--- src/rtl/cbu_pkg.sv ---
package cbu_pkg;

  typedef struct packed {
    logic sign;
    logic carry;
    logic zero;
  } cbu_flags_t;

  localparam logic [3:0] CBU_CLASS      = 4'hB;
  localparam logic [3:0] CBU_FIRST_COND = 4'hA;

  // selector -> flag test; reserved selectors never fire
  function automatic logic cbu_test(input logic [3:0] sel, input cbu_flags_t f);
    logic r;
    case (sel)
      4'hA:    r = f.sign;
      4'hB:    r = ~f.sign;
      4'hC:    r = f.carry;
      4'hD:    r = ~f.carry;
      4'hE:    r = f.zero;
      4'hF:    r = ~f.zero;
      default: r = 1'b0;
    endcase
    return r;
  endfunction

endpackage

--- src/rtl/cbu_cond_eval.sv ---
module cbu_cond_eval
  import cbu_pkg::*;
#(
  parameter int SEL_W = 4
) (
  input  logic [SEL_W-1:0] sel_i,
  input  cbu_flags_t       flags_i,
  output logic             legal_o,
  output logic             hit_o
);
  localparam int NSEL = 1 << SEL_W;

  logic [NSEL-1:0] hit_vec;

  // one flag test per selector value, picked by a mux
  for (genvar g = 0; g < NSEL; g++) begin : g_sel
    assign hit_vec[g] = cbu_test(4'(g), flags_i);
  end

  assign legal_o = (4'(sel_i) >= CBU_FIRST_COND);
  assign hit_o   = hit_vec[sel_i];
endmodule

--- src/rtl/cbu_target_calc.sv ---
module cbu_target_calc #(
  parameter int AW     = 16,
  parameter int DISP_W = 8,
  parameter int ILEN   = 2
) (
  input  logic [AW-1:0]     pc_i,
  input  logic [DISP_W-1:0] disp_i,
  output logic [AW-1:0]     fall_o,
  output logic [AW-1:0]     target_o,
  output logic              ret_land_o,
  output logic              spin_o
);
  localparam int EXT_W = AW - DISP_W;
  localparam logic [DISP_W-1:0] DISP_RET  = {DISP_W{1'b1}};
  localparam logic [DISP_W-1:0] DISP_SPIN = {{(DISP_W-1){1'b1}}, 1'b0};

  logic [AW-1:0] disp_ext;

  assign disp_ext   = {{EXT_W{disp_i[DISP_W-1]}}, disp_i};
  assign fall_o     = pc_i + AW'(ILEN);
  assign target_o   = fall_o + disp_ext;
  assign ret_land_o = (disp_i == DISP_RET);
  assign spin_o     = (disp_i == DISP_SPIN);
endmodule

--- src/rtl/cond_branch_unit.sv ---
module cond_branch_unit
  import cbu_pkg::*;
#(
  parameter int AW = 16
) (
  input  logic          clk,
  input  logic          rst,
  input  logic          issue_i,
  input  logic [7:0]    opcode_i,
  input  logic [7:0]    disp_i,
  input  logic [AW-1:0] pc_i,
  input  logic          flag_sign_i,
  input  logic          flag_carry_i,
  input  logic          flag_zero_i,
  output logic          done_o,
  output logic          taken_o,
  output logic          illegal_o,
  output logic          ret_land_o,
  output logic          spin_o,
  output logic [AW-1:0] target_o,
  output logic [AW-1:0] next_pc_o
);
  localparam int DISP_W = 8;
  localparam int ILEN   = 2;

  cbu_flags_t    flags;
  logic          is_br, legal, hit, take;
  logic [AW-1:0] fall, tgt;
  logic          ret_pat, spin_pat;

  assign flags = '{sign: flag_sign_i, carry: flag_carry_i, zero: flag_zero_i};
  assign is_br = issue_i && (opcode_i[7:4] == CBU_CLASS);
  assign take  = is_br && legal && hit;

  cbu_cond_eval #(.SEL_W(4)) u_cond (
    .sel_i   (opcode_i[3:0]),
    .flags_i (flags),
    .legal_o (legal),
    .hit_o   (hit)
  );

  cbu_target_calc #(.AW(AW), .DISP_W(DISP_W), .ILEN(ILEN)) u_tgt (
    .pc_i       (pc_i),
    .disp_i     (disp_i),
    .fall_o     (fall),
    .target_o   (tgt),
    .ret_land_o (ret_pat),
    .spin_o     (spin_pat)
  );

  always_ff @(posedge clk) begin
    if (rst) begin
      done_o     <= 1'b0;
      taken_o    <= 1'b0;
      illegal_o  <= 1'b0;
      ret_land_o <= 1'b0;
      spin_o     <= 1'b0;
      target_o   <= '0;
      next_pc_o  <= '0;
    end else begin
      done_o     <= is_br;
      taken_o    <= take;
      illegal_o  <= is_br && !legal;
      ret_land_o <= take && ret_pat;
      spin_o     <= take && spin_pat;
      if (is_br) begin
        target_o  <= legal ? tgt : pc_i;
        next_pc_o <= !legal ? pc_i : (hit ? tgt : fall);
      end
    end
  end
endmodule

--- config.mk ---
export PLATFORM = sky130hd
export DESIGN_NAME = cond_branch_unit
export DESIGN_NICKNAME = d
export VERILOG_FILES = /design/src/rtl/cbu_pkg.sv /design/src/rtl/cbu_cond_eval.sv /design/src/rtl/cbu_target_calc.sv /design/src/rtl/cond_branch_unit.sv
export SDC_FILE = /design/constraint.sdc
export NUM_CORES = 1
export LEC_CHECK = 0
export BUFFER_PORTS_ARGS = -buffer_cell sky130_fd_sc_hd__buf_2
export CORE_MARGIN = 2
export CORE_UTILIZATION = 45
export CTS_CLUSTER_SIZE = 40
export DETAILED_ROUTE_END_ITERATION = 16
export PLACE_DENSITY = 0.72
export SETUP_SLACK_MARGIN = 0.15
export SLEW_MARGIN = 30
export SYNTH_ARGS = -nofsm -noshare
export SYNTH_HDL_FRONTEND = slang
export SYNTH_HIERARCHICAL = 1
export SYNTH_SLANG_ARGS = --single-unit
--- constraint.sdc ---
create_clock -name clk -period 3.4 [get_ports clk]
set_clock_uncertainty 0.2 [all_clocks]
set_input_delay 0.85 -clock clk [delete_from_list [all_inputs] [get_ports clk]]
set_output_delay 0.85 -clock clk [all_outputs]
set_load 0.02 [all_outputs]
Word-level counts from Yosys, hierarchy flattened
Cells that the tools add are included.
W data, S select, Z words.
{ "classes": {"reduce_logical": 7, "n_eq_ne": 3, "n_bitwise": 3, "n_addsub": 2, "mux": 5, "magnitude_cmp": 2} }
{ "op_table": {"columns": ["cell", "n"], "rows": [
  ["$mux W16", 3],
  ["$add A16 B16 Y16", 1],
  ["$add A16 B2 Y16 const B", 1],
  ["$eq A8 B8 Y1 const B", 2],
  ["$logic_and A1 B1 Y1", 6],
  ["$lt A4 B5 Y1 const B", 1],
  ["$bmux W1 S4", 1],
  ["$eq A4 B4 Y1 const B", 1],
  ["$ge A4 B4 Y1 const B", 1],
  ["$not A1 Y1", 3],
  ["$logic_not A1 Y1", 1],
  ["$mux W1", 1]
]} }
{ "totals": {"elab_cells": 29, "output_inout_bits": 37, "register_bits": 37} }

Logic depth before layout (Yosys ltp)
{ "logic_depth": {"ltp_word": 5, "ltp_mapped": 14} }

Cells and area by module
The synthesis kept the hierarchy.
{ "modules_own_cells": {"columns": ["mod", "seq_area_each_um2", "n_inst", "area_each_um2", "cells_per_inst"], "rows": [
  ["cond_branch_unit", 740.7, 1, 1836.8, 196],
  ["cbu_target_calc", 0.0, 1, 1119.8, 138],
  ["cbu_cond_eval", 0.0, 1, 56.3, 7]
]} }

Worst setup path before layout
OpenSTA, ideal clock, no wires.
{ "synth_timing": {"path_kind": "input to register", "from": "in pc_i[3]", "to": "reg next_pc_o[13]", "setup_time_ns": 0.071, "t_arrival_ns": 3.087, "setup_slack_ns": 0.043, "path_buffers": 0, "cell_stages": 13, "path_cell_list": "and3_4 and3_4 and2_4 nand4_1 xnor2_1 ha_1 and3_1 and3_1 a31oi_1 nor4bb_1 mux2i_1 a21oi_1 o2bb2ai_1"} }
{ "synth_via": {"elab_chain_cells": 4} }
{ "synth_rtl": {"columns": ["item", "line", "text"], "rows": [
  ["start, declared", "cond_branch_unit.sv:11", "input logic [AW-1:0] pc_i,"],
  ["$add A16 B2 Y16", "cbu_target_calc.sv:20", "assign fall_o = pc_i + AW'(ILEN);"],
  ["via fall[10]", "cond_branch_unit.sv:28", "logic [AW-1:0] fall, tgt;"],
  ["$add A16 B16 Y16", "cbu_target_calc.sv:21", "assign target_o = fall_o + disp_ext;"],
  ["via tgt[13]", "cond_branch_unit.sv:28", null],
  ["$mux W16 (2 in series)", "cond_branch_unit.sv:68", "next_pc_o <= !legal ? pc_i : (hit ? tgt : fall);"],
  ["end signal, assigned", "cond_branch_unit.sv:68", null],
  ["end, declared", "cond_branch_unit.sv:21", "output logic [AW-1:0] next_pc_o"]
]} }
The timed path passes the listed nets, and every way through them passes these cells.
A chain may end at the register's enable or synchronous reset.

Worst setup path after layout
{ "layout_timing": {"from": "in pc_i[3]", "to": "reg next_pc_o[14]"} }
Same word-level chain as after synthesis.

==> results.json <==
{
  "track_usage": 0.218,
  "r2r-end": "target_o[15]",
  "wl_um": 8510,
  "cts_tree": "built",
  "fin_crit_ns": 3.44,
  "synth-xor-area-share": 0.0839,
  "routed_via_density": 5.54,
  "max_freq_mhz": 291,
  "initial_utilization": 0.469,
  "setup_slack_ns": -0.0397,
  "ir_worst_vdd_mv": 0.145,
  "clk_pin_slew_ns": 0.07,
  "avgSynthCellArea_um2": 8.84,
  "synth_mux_area_frac": 0.110,
  "slew-limit-headroom": 0.615,
  "synth_edf_count": 0,
  "post-route-drc-count": 7,
  "end_kind": "register",
  "ys.flop_type": "dfxtp_1",
  "failed_checks": "design-rule violations, negative setup slack",
  "grt_pass1_wl_um": 13000,
  "cp-endpoint": "next_pc_o[14]",
  "grt_max_degree": 53,
  "antenna_left": 0,
  "die_h_um": 85.8,
  "root_buffer": "clkbuf_8",
  "mostFrequentLayoutCell": "buf_2",
  "synth-compound-area-share": 0.244,
  "n_antenna_cell": 0,
  "maxCapViolCount": 0,
  "path_max_fanout": 4,
  "tns_ns": -0.0710,
  "final_nets": 518,
  "hp-class": "reg -> reg",
  "drive_above_1_share": 0.434,
  "crit_path_start_kind": "input pin",
  "final_cell_mix": "71 x buf_2, 59 x buf_4, 37 x a21oi_1, 37 x dfxtp_1, 33 x mux2i_1",
  "fp.coreArea_um2": 6420,
  "clock_latency_ns": 0.29,
  "path_cells": "buf_6, and3_4, and3_4, and2_4, nand4_1, xnor2_2, buf_4, ha_4, a21o_1, o221ai_2, o311a_1, o311ai_1, buf_4, mux2i_1, a21oi_1, o2bb2ai_1",
  "required_ns": 3.38,
  "yosys.area_share.adder": 0.0855,
  "crit_arrival_ns": 3.42,
  "wl_per_cell_um": 15.8,
  "startpoint": "pc_i[3]",
  "yosysUniqueCellTypes": 56,
  "slew_viol_final": 0,
  "worst_slew_pin_slew_ns": 0.577,
  "ff2ff_path_depth": 2,
  "outcome": "finished, violations left",
  "synth-async-reset-ratio": 0,
  "power.density_nw_per_um2": 308,
  "worst_path_max_delay_cell": "xnor2_2",
  "yosys.area_share.simple": 0.183,
  "place_inst": 520,
  "syn-cell-area_um2": 3010,
  "die_x_um": 85.8,
  "io_pins": 75,
  "initialDrtViolationCount": 203,
  "synth_cells": 341,
  "fillers": 541,
  "dr.pass1.iters": 12,
  "synth-seq-cells": 37,
  "setup_viol": 3,
  "grt-ovfl-total": 0,
  "fin_cells": 538,
  "dieArea_um2": 7370,
  "synth_top_family_by_area": "compound AO/OA/AOI/OAI gates",
  "area_growth_pct": 40.7,
  "timing.reg2reg.setup_slack_ns": 2.50,
  "fp-row-count": 29,
  "synth_fp_nets": 399,
  "numCtsBuffers": 5,
  "seq_area_frac_synth": 0.246,
  "clock_path_buffers": 2,
  "hold_viol": 0,
  "timing.rr.start": "target_o[15]",
  "yosysWarningCount": 6,
  "power_leakage_nw": 1.84,
  "dp_hpwl_um": 6280,
  "grt_pass1_vias": 2742,
  "gp_congestion": 0.897,
  "port_buffers": 74,
  "critical_path_class": "in -> reg",
  "antenna_found_initial": 0,
  "fin_crit_sh": 1.01,
  "h-tree-depth": 2,
  "critPathMaxStageDelay_ns": 0.27,
  "vias": 2979,
  "rsz0062_at_grt": "true",
  "cts_sinks": 37
}
[power breakdown]
group	switching [mW]	internal [mW]	leakage [nW]
clock	0.152	0.142	0.0450
combinational	0.301	0.268	1.49
sequential	0.00363	0.441	0.299
total	0.456	0.851	1.84
[critical path, delay by kind of cell]
kind	cells	cell delay, ns
XOR/XNOR	1	0.27
multiplexers	1	0.15
buffers and inverters	3	0.39
adder cells (fa/ha/maj)	1	0.20
AND/OR/NAND/NOR	4	0.69
AO/OA/AOI/OAI	6	0.87
[metrics by stage]
step	setup slack, ns	hold WS [ns]	util	cell area (µm²)	total power, mW
2_1_floorplan	0.135	0.352	-	3060	0.759
3_3_place_gp	-0.312	0.265	0.589	3780	0.923
3_5_place_dp	-0.363	0.267	0.589	3780	0.937
4_1_cts	0.0757	0.279	0.620	3980	1.25
5_1_grt	-0.132	0.302	0.660	4240	1.37
6_report	-0.0397	0.280	0.660	4240	1.31
[how the worst min path moves through the flow]
stage / endpoint / cells past startpoint / slack, ns / start
global route: next_pc_o[13] / 2 / 0.30 / next_pc_o[13]
floorplan: next_pc_o[0] / 2 / 0.35 / next_pc_o[0]
finish: next_pc_o[11] / 2 / 0.28 / next_pc_o[11]
global placement: next_pc_o[15] / 2 / 0.26 / next_pc_o[15]
detailed placement: next_pc_o[11] / 2 / 0.27 / next_pc_o[11]
CTS: next_pc_o[11] / 2 / 0.28 / next_pc_o[11]
[per-layer routing]
layer	vias up	GRT usage	wire length, µm
li1	1502	-	-
met1	1403	0.315	4090
met2	64	0.344	3960
met3	10	0.0212	338
met4	0	0.0678	121
met5	-	0	0
[layout make-up]
class	instances	area, µm²	share of cell area
sequential	37	741	0.175
inverter	7	26.3	0.00620
multi-input combinational	276	2460	0.580
tap	77	96.3	0.0227
clock inverter	2	10.0	0.00236
timing repair buffer	133	832	0.196
clock buffer	6	72.6	0.0171
[Yosys cell counts (all sizes together) (2+ instances only)]
cell | instances | area, µm²
o221ai | 2 | 35.0
a211oi | 18 | 140
nor2 | 21 | 78.8
clkbuf | 9 | 33.8
inv | 7 | 26.3
xor2 | 7 | 61.3
a31oi | 2 | 12.5
nand4b | 2 | 17.5
mux2i | 33 | 330
ha | 19 | 238
and2 | 4 | 27.5
nand3 | 9 | 57.6
o211ai | 2 | 20.0
nand2 | 11 | 41.3
and3 | 6 | 52.6
dfxtp | 37 | 741
and4 | 3 | 26.3
xnor2 | 21 | 191
nor3 | 2 | 10.0
a21o | 3 | 22.5
buf | 12 | 83.8
nand4 | 6 | 37.5
o2bb2ai | 16 | 140
nand2b | 20 | 125
a21oi | 46 | 249
nand3b | 3 | 35.0
o21ai | 6 | 41.3
[registers in the layout (all words and copies together) (netlist names)]
| register | flops |
|---|---|
| illegal_o | 1 |
| done_o | 1 |
| next_pc_o | 16 |
| taken_o | 1 |
| spin_o | 1 |
| target_o | 16 |
| ret_land_o | 1 |
[timing repair]
action / 4_1_cts / 5_1_grt
pin swaps: 24 / 23
endpoints found under the setup margin: 11 / 18
resized for setup: 17 / 31
buffers inserted: 4 / 6
hold buffers: 0 / 0
[cell families (layout without fill, tap and decap cells)]
group | count (synthesis) | in the layout
AND/OR/NAND/NOR | 92 | 92
AO/OA/AOI/OAI | 103 | 103
buffers and inverters | 28 | 148
XOR/XNOR | 28 | 28
multiplexers | 33 | 33
adder cells (fa/ha/maj) | 20 | 20
flip-flops | 37 | 37
Note: power is estimated with default switching activity, not from simulation.
